$ cat src/rtl/adc_trigger_select.sv
module adc_trigger_select #(
  parameter int NSRC = 7,
  localparam int SW = $clog2(NSRC + 1)
) (
  input  logic          clk,
  input  logic          rst_n,
  input  logic [SW-1:0] trig_sel,
  input  logic [NSRC-1:0] event_flags,
  input  logic          conv_done,
  input  logic          auto_en,
  input  logic          adc_en,
  input  logic          busy,
  output logic          start_conv
);

  logic [NSRC:0] src_vec;
  logic          sel_val;
  logic          sel_val_q;
  logic [SW-1:0] sel_q;
  logic          entering_free;
  logic          edge_seen;

  assign src_vec       = {event_flags, conv_done};
  assign sel_val       = src_vec[trig_sel];
  assign entering_free = (trig_sel == '0) && (sel_q != '0);
  assign edge_seen     = sel_val && !sel_val_q && !entering_free;

  always_ff @(posedge clk) begin
    if (!rst_n) begin
      sel_val_q  <= 1'b0;
      sel_q      <= '0;
      start_conv <= 1'b0;
    end else begin
      sel_val_q  <= sel_val;
      sel_q      <= trig_sel;
      start_conv <= edge_seen && auto_en && adc_en && !busy;
    end
  end

endmodule


$ cat config.mk
export PLATFORM = sky130hd
export DESIGN_NAME = adc_trigger_select
export DESIGN_NICKNAME = d
export VERILOG_FILES = /design/src/rtl/adc_trigger_select.sv
export SDC_FILE = /design/constraint.sdc
export NUM_CORES = 1
export LEC_CHECK = 0
export ABC_AREA = 1
export BUFFER_PORTS_ARGS = -buffer_cell sky130_fd_sc_hd__buf_4
export CORE_AREA = 2 2 39 41
export CTS_BUF_LIST = sky130_fd_sc_hd__clkbuf_16
export CTS_CLUSTER_DIAMETER = 100
export DETAILED_ROUTE_END_ITERATION = 7
export DIE_AREA = 0 0 41 43
export PLACE_DENSITY_LB_ADDON = 0.08
export SLEW_MARGIN = 20
export SYNTH_ARGS = -nofsm -noshare
export SYNTH_HDL_FRONTEND = slang
export SYNTH_SLANG_ARGS = --single-unit
export TNS_END_PERCENT = 30
$ cat constraint.sdc
create_clock -name clk -period 1.1 [get_ports clk]
set_input_delay 0.165 -clock clk [delete_from_list [all_inputs] [get_ports clk]]
set_output_delay 0.165 -clock clk [all_outputs]
set_load 0.005 [all_outputs]
# Word-level counts from Yosys, hierarchy flattened
# Index checks and enable logic that the tools add are counted.
# totals
input_bits	16
latch_bits	0
romBits	0
output_inout_bits	1
ff_bits	5
elab_cells	17
ram_bits	0
mem_count	0
# classes
mux	2
shift	0
order_cmp	1
bitwise	0
n_addsub	0
reduce_logical	11
div_mod_pow	0
mul	0
eq_ne	0
# ops
op	n
logical AND 1 bit	6
less-than comparator 3 x 4 -> 1 bit, second input constant	1
binary-select mux 1 bit (select 3 bit)	1
logical NOT 1 bit	3
logical NOT 3 bit	1
nonzero test 3 bit	1
2-to-1 mux 1 bit	1

# Longest topological paths before layout
# Gate-level depths: netlist of the first run.
# depth
ltp_word	7
mapped_depth	6
depth_no_buf	6

# Least setup slack after synthesis of the first run
# Ideal clock, no wire load.
# synth_timing
path_type	register to register
startpoint	register sel_q[1]
endpoint	register start_conv
arrival_ns	0.635
t_required_ns	1.036
period_less_slack_ns	0.699
setup_ns	0.064
stages_incl_launch_ff	4
n_path_buf	0
setup_slack_ns	0.401
path_cell_list	dfxtp_1 o31ai_1 nand2_1 nor2_1
# synth_via
elab_chain_len	7
# synth_lines
element	line_no	rtl
from (decl)	19	logic [SW-1:0] sel_q;
from (signal assigned)	35	sel_q <= trig_sel;
nonzero test 3 bit	25	assign entering_free = (trig_sel == '0) && (sel_q != '0);
logical AND 1 bit	25	
logical NOT 1 bit	26	assign edge_seen = sel_val && !sel_val_q && !entering_free;
logical AND 1 bit	26	
logical AND 1 bit (3 in series)	36	start_conv <= edge_seen && auto_en && adc_en && !busy;
to (signal assigned)	36	
to (decl)	13	output logic start_conv
# No other way between the ends.
# A chain may end at the register's enable or synchronous reset.

# Final worst setup path of the first run
# layout_timing
startpoint	register start_conv
endpoint	output start_conv
# No word-level cell between the ends.

==> results of run 1 <==
## where the power goes
part | internal, mW | switching [mW]
logic | 0.0517 | 0.0372
clock network | 0.470 | 0.114
registers | 0.192 | 0.00267
## logic make-up (layout without fill, tap and decap cells)
family          after synthesis  in the layout  synth area share (%)
simple gates                 24             24                  38.3
buf+inv                      16             36                  22.1
flops                         5              5                  36.9
compound gates                1              1                  2.77
## layout by cell type (no fill, tap or decap), drive strengths merged
cell and count:
inv 17, buf 16, nand2 13, nand3 6, dfxtp 5, clkbuf 3, nor3 2, nor2 2
o31ai 1, nand3b 1
## final timing paths
kind	start	endpoint	cells after the start
worst max-delay path	start_conv$_SDFF_PN0_	start_conv	1
worst min-delay path	rst_n	sel_q[1]$_SDFF_PN0_	3
worst max register to register	sel_q[1]$_SDFF_PN0_	start_conv$_SDFF_PN0_	3
worst min register to register	sel_val_q$_SDFF_PN0_	start_conv$_SDFF_PN0_	3
## per-stage QoR
step / setup WS, ns / instance area, um^2
global route: 0.238 / 490
finish: 0.304 / 490
floorplan: 0.401 / 272
CTS: 0.301 / 490
global placement: 0.264 / 412
detailed placement: 0.286 / 412
## worst register-to-register path: stages, from the launching register on
cell,delay (ns)
dfxtp_1,0.29
o31ai_1,0.23
nand2_1,0.07
nor2_1,0.10
## sequential cells by signal, indices dropped and copies added, names as in the netlist
name,count
sel_q,3
sel_val_q,1
start_conv,1
## layout make-up
| cell class | instances | area (um^2) | area share (%) |
|---|---|---|---|
| clock inverters | 1 | 3.75 | 0.765 |
| flip-flops and latches | 5 | 100 | 20.4 |
| repair buffers | 16 | 120 | 24.5 |
| well taps | 16 | 20.0 | 4.08 |
| inverters | 16 | 60.1 | 12.2 |
| clock buffers | 3 | 75.1 | 15.3 |
| multi-input cells | 25 | 111 | 22.7 |
## cell usage after synthesis (all sizes together)
cell | count | area [um^2]
dfxtp | 5 | 100
nand2 | 13 | 48.8
nand3b | 1 | 7.51
nand3 | 6 | 30.0
inv | 16 | 60.1
nor2 | 2 | 7.51
o31ai | 1 | 7.51
nor3 | 2 | 10.0
## layer usage
| metal | GRT usage, % | vias up | routed length (um) |
|---|---|---|---|
| met5 | 0 | - | 0 |
| met1 | 11.0 | 128 | 273 |
| met2 | 14.7 | 7 | 337 |
| met3 | 3.14 | 0 | 27 |
| li1 | - | 175 | - |
| met4 | 6.00 | 0 | 0 |
==> flow_metrics.py, run 1 <==
metrics = {
    "timing": {
        "slew_headroom_pct": 86.4,
        "holdWs_ns": 0.159,
        "finalCritPeriodShare_pct": 72.3,
        "clock.fmax_mhz": 1260,
        "slew_viol_final": 0,
        "tightestPinTransition_ns": 0.203,
        "hold_violations": 0,
        "finalCriticalPeriod_ns": 0.796,
        "setup_viol": 0,
        "fin_tns_setup_ns": 0,
        "finalClockSkew_ns": 0.00254,
        "rsz0062_at_grt": "no",
    },
    "pwr": {
        "power.total_uw": 868,
        "ir_drop_mv": 0.688,
        "leakage_nw": 0.304,
        "p_per_area_mw_per_mm2": 1770,
    },
    "synth": {
        "ys_seq_area_share_pct": 36.9,
        "yosys.cell_types.count": 9,
        "yosys_register_bits": 5,
        "synth.net_count": 62,
        "syn_avg_cell_area_um2": 5.90,
        "synth_warnings": 0,
        "synthesis.area_um2": 272,
        "synthCells": 46,
    },
    "routing": {
        "drtIter0Drc": 4,
        "drt_wl_total_um": 638,
        "firstDrtPassIters": 2,
        "ant_nets": 0,
        "vias": 310,
        "wl_per_cell_um": 7.78,
        "vias_per_cell": 3.78,
        "drc": 0,
    },
    "worst_setup_path": {
        "crit_type": "reg -> out",
        "cpLargestDelayFamily": "flip-flops",
        "crit_slowest_cell": "dfxtp_1",
        "crit_fanout": 1,
        "cp_cell_sequence": "buf_4",
        "worst-endpoint-arrival_ns": 0.63,
        "end_kind": "output port",
        "required_ns": 0.94,
        "rrSetupSlack_ns": 0.35,
        "cp.buffers_inverters": 1,
        "setup.worst_path.start_class": "register",
        "max_stage_delay_ns": 0.28,
    },
    "cts": {
        "holdBufCountCts": 0,
        "clkTransAtPathRegs_ns": 0.03,
        "postCtsSetupBuffers": 0,
        "numCtsBuffers": 3,
        "cts_resized": 0,
        "clock_path_buffers": 2,
        "cts_max_level": 1,
        "cts_tree": "built",
        "clk_latency_ns": 0.23,
        "cts.sinks": 5,
        "root_buffer": "clkbuf_16",
    },
    "global_route": {
        "grt_overflow": 0,
        "grt_max_degree": 8,
        "antenna_found_initial": 0,
        "track_usage_pct": 9.65,
        "grt_pass1_wl_mm": 1.15,
        "grt_pass1_vias": 324,
    },
    "finish": {
        "antenna_cells": 0,
        "fillCellCount": 154,
        "synthToLayoutAreaGrowth_pct": 80.6,
        "nets": 83,
        "post-route-util_pct": 35.4,
        "fin_cells": 82,
        "drive_above_1_share_pct": 30.3,
    },
    "run": {
        "cap_violations": 0,
    },
    "min_path": {
        "hold_path.class": "in -> reg",
    },
    "die": {
        "fp.dieH_um": 43,
        "rows": 14,
        "dieArea_mm2": 0.00176,
        "ios": 17,
        "core_region_area_mm2": 0.00138,
        "fp.dieW_um": 41,
        "initial_core_util_pct": 19.6,
    },
    "placed_design": {
        "dp.cells": 78,
        "gp_congestion": 0.689,
        "dp_hpwl_um": 518,
        "numPortBuffers": 16,
    },
    "status": {
        "status": "completed",
    },
}
(Power assumes the default switching activity.)
==> run 2: changes to the inputs <==
ABC_AREA = 0   (was 1)
clock period = 0.8 ns   (was 1.1 ns; I/O delays follow)
==> flow_metrics.py, run 2 <==
metrics = {
    "timing": {
        "finalWorstSetupSlack_ns": -0.119,
        "rsz0062_at_grt": "yes",
        "tightestPinTransition_ns": 0.338,
        "setup_viol": 1,
        "hold_violations": 0,
        "slew_viol_final": 0,
        "finalCritPeriodShare_pct": 115,
        "clock.fmax_mhz": 1090,
        "fin_tns_setup_ns": -0.119,
        "slew_headroom_pct": 77.5,
        "finalClockSkew_ns": 0.000565,
        "finalCriticalPeriod_ns": 0.919,
    },
    "min_path": {
        "min_to": "sel_q[2]$_SDFF_PN0_",
        "hp-start": "rst_n",
        "hold_path.class": "in -> reg",
        "whs_path_depth": 2,
    },
    "pwr": {
        "p_per_area_mw_per_mm2": 2510,
        "ir_drop_mv": 0.868,
        "leakage_nw": 0.212,
    },
    "worst_setup_path": {
        "setup.worst_path.start_class": "register",
        "crit_slowest_cell": "dfxtp_1",
        "cp_cell_sequence": "nor4bb_2, o41ai_1, nor4_1",
        "rrSetupSlack_ns": -0.12,
        "max_stage_delay_ns": 0.29,
        "worst-endpoint-arrival_ns": 1.06,
        "regToRegEndpoint": "start_conv$_SDFF_PN0_",
        "ff2ff_path_depth": 3,
        "crit_type": "reg -> reg",
        "required_ns": 0.94,
        "end_kind": "register",
        "crit_fanout": 1,
        "r2r_start": "sel_val_q$_SDFF_PN0_",
    },
    "status": {
        "violations": "negative setup slack",
        "status": "complete, but fails checks",
    },
    "global_route": {
        "grt_overflow": 0,
        "grt_pass1_vias": 281,
        "grt_max_degree": 7,
        "grt_pass1_wl_mm": 1.04,
        "antenna_found_initial": 0,
        "track_usage_pct": 9.74,
    },
    "synth": {
        "synth_area_leaders": "dfxtp_1, mux2_2, and2_1, nand2b_1, nor3_1",
        "yosys.cell_types.count": 14,
        "synth_flop_cell": "dfxtp_1",
        "yosys_register_bits": 5,
        "synth_top_area_share_pct": 43.2,
        "synth_edf_count": 0,
        "synth_most_common_cell": "dfxtp_1",
        "ys_async_sr_fraction_pct": 0,
        "synth_warnings": 0,
        "synth_commonest_cells": "dfxtp_1, mux2_2, and2_1, nand2b_1, nor3_1",
        "synthesis.area_um2": 231,
        "synthCells": 23,
        "syn_avg_cell_area_um2": 10.1,
        "ys_seq_area_share_pct": 43.2,
        "synth_largest_area_cell": "dfxtp_1",
        "synth.net_count": 39,
    },
    "finish": {
        "reg.largest.list": "sel_q: 3 flops, sel_val_q: 1 flops, start_conv: 1 flops",
        "antenna_cells": 0,
        "mostFrequentLayoutCell": "buf_4",
        "nets": 62,
        "synthToLayoutAreaGrowth_pct": 106,
        "post-route-util_pct": 34.5,
        "largest_register_ffs": 3,
        "design_area_um2": 478,
        "regMostFlops": "sel_q",
        "layout_common_cells": "buf_4, dfxtp_1, mux2_2, clkbuf_16",
        "drive_above_1_share_pct": 60.0,
    },
    "cts": {
        "clock_path_buffers": 2,
        "root_buffer": "clkbuf_16",
        "cts_tree": "built",
        "numCtsBuffers": 3,
        "cts.sinks": 5,
        "clkTransAtPathRegs_ns": 0.03,
        "clk_latency_ns": 0.23,
        "holdBufCountCts": 0,
        "cts_max_level": 1,
    },
    "run": {
        "cap_violations": 0,
    },
    "routing": {
        "ant_nets": 0,
        "drc": 0,
        "drt_wl_total_um": 646,
        "firstDrtPassIters": 1,
        "vias": 267,
        "vias_per_cell": 4.38,
        "drtIter0Drc": 0,
        "wl_per_cell_um": 10.6,
    },
    "placed_design": {
        "numPortBuffers": 16,
        "placed_area_um2": 393,
        "gp_congestion": 0.657,
    },
    "die": {
        "rows": 14,
        "core_region_area_mm2": 0.00138,
        "dieArea_mm2": 0.00176,
        "ios": 17,
        "fp.dieH_um": 43,
        "fp.dieW_um": 41,
        "initial_core_util_pct": 16.7,
    },
}
run 2: power breakdown:
| group | internal [mW] | switching [mW] | total [mW] |
|---|---|---|---|
| clock | 0.646 | 0.155 | 0.801 |
| sequential | 0.265 | 0.00404 | 0.269 |
| combinational | 0.0853 | 0.0418 | 0.127 |
run 2: what timing repair did:
action | CTS | global route
pin swaps | 0 | 0
gates cloned | 0 | 0
resized for setup | 1 | 0
setup buffers | 0 | 0
endpoints found under the setup margin | 1 | 2
run 2: cells by family (layout without fill, tap and decap cells):
group / Yosys count / after routing / share of synthesized area, %
muxes: 3 / 3 / 14.6
and+or+nand+nor: 11 / 11 / 29.7
buffers and inverters: 0 / 22 / 0
DFF: 5 / 5 / 43.2
AOI/OAI and AO/OA: 4 / 4 / 12.4
run 2: critical path, delay by kind of cell (launching register included):
| kind | cells | cell delay (ns) |
|---|---|---|
| flops | 1 | 0.29 |
| simple gates | 2 | 0.42 |
| compound gates | 1 | 0.11 |
run 2: final cells by class:
type	instances	area (um^2)
Multi-Input combinational cell	18	144
Clock buffer	3	75.1
Timing Repair Buffer	18	135
Clock inverter	1	3.75
Tap cell	16	20.0
Fill cell	147	906
Sequential cell	5	100
run 2: per-layer routing:
layer / part of all wire [%] / routed length (um) / GRT usage, % / up-vias
li1: - / - / - / 131
met1: 38 / 244 / 8.36 / 118
met2: 45 / 289 / 13.4 / 14
met3: 11 / 70 / 3.66 / 4
met4: 6.5 / 42 / 14.0 / 0
met5: 0 / 0 / 0 / -
run 2: worst max path at each step:
| stage | from | endpoint | slack (ns) | depth (start not counted) |
|---|---|---|---|---|
| after floorplan | sel_val_q$_SDFF_PN0_ | start_conv$_SDFF_PN0_ | -0.03 | 3 |
| after global placement | sel_val_q$_SDFF_PN0_ | start_conv$_SDFF_PN0_ | -0.24 | 3 |
| after detailed placement | trig_sel[0] | start_conv$_SDFF_PN0_ | -0.20 | 4 |
| after CTS | sel_val_q$_SDFF_PN0_ | start_conv$_SDFF_PN0_ | -0.15 | 3 |
| after global routing | sel_val_q$_SDFF_PN0_ | start_conv$_SDFF_PN0_ | -0.18 | 3 |
| final | sel_val_q$_SDFF_PN0_ | start_conv$_SDFF_PN0_ | -0.12 | 3 |
run 2: metrics by stage:
stage / power [mW] / hold WS, ns / std cells / setup slack (ns)
2_1_floorplan: 0.314 / 0.242 / 23 / -0.0304
3_3_place_gp: 0.397 / 0.356 / 57 / -0.245
3_5_place_dp: 0.398 / 0.354 / 57 / -0.205
4_1_cts: 1.22 / 0.120 / 61 / -0.145
5_1_grt: 1.23 / 0.128 / 61 / -0.180
6_report: 1.20 / 0.123 / 61 / -0.119
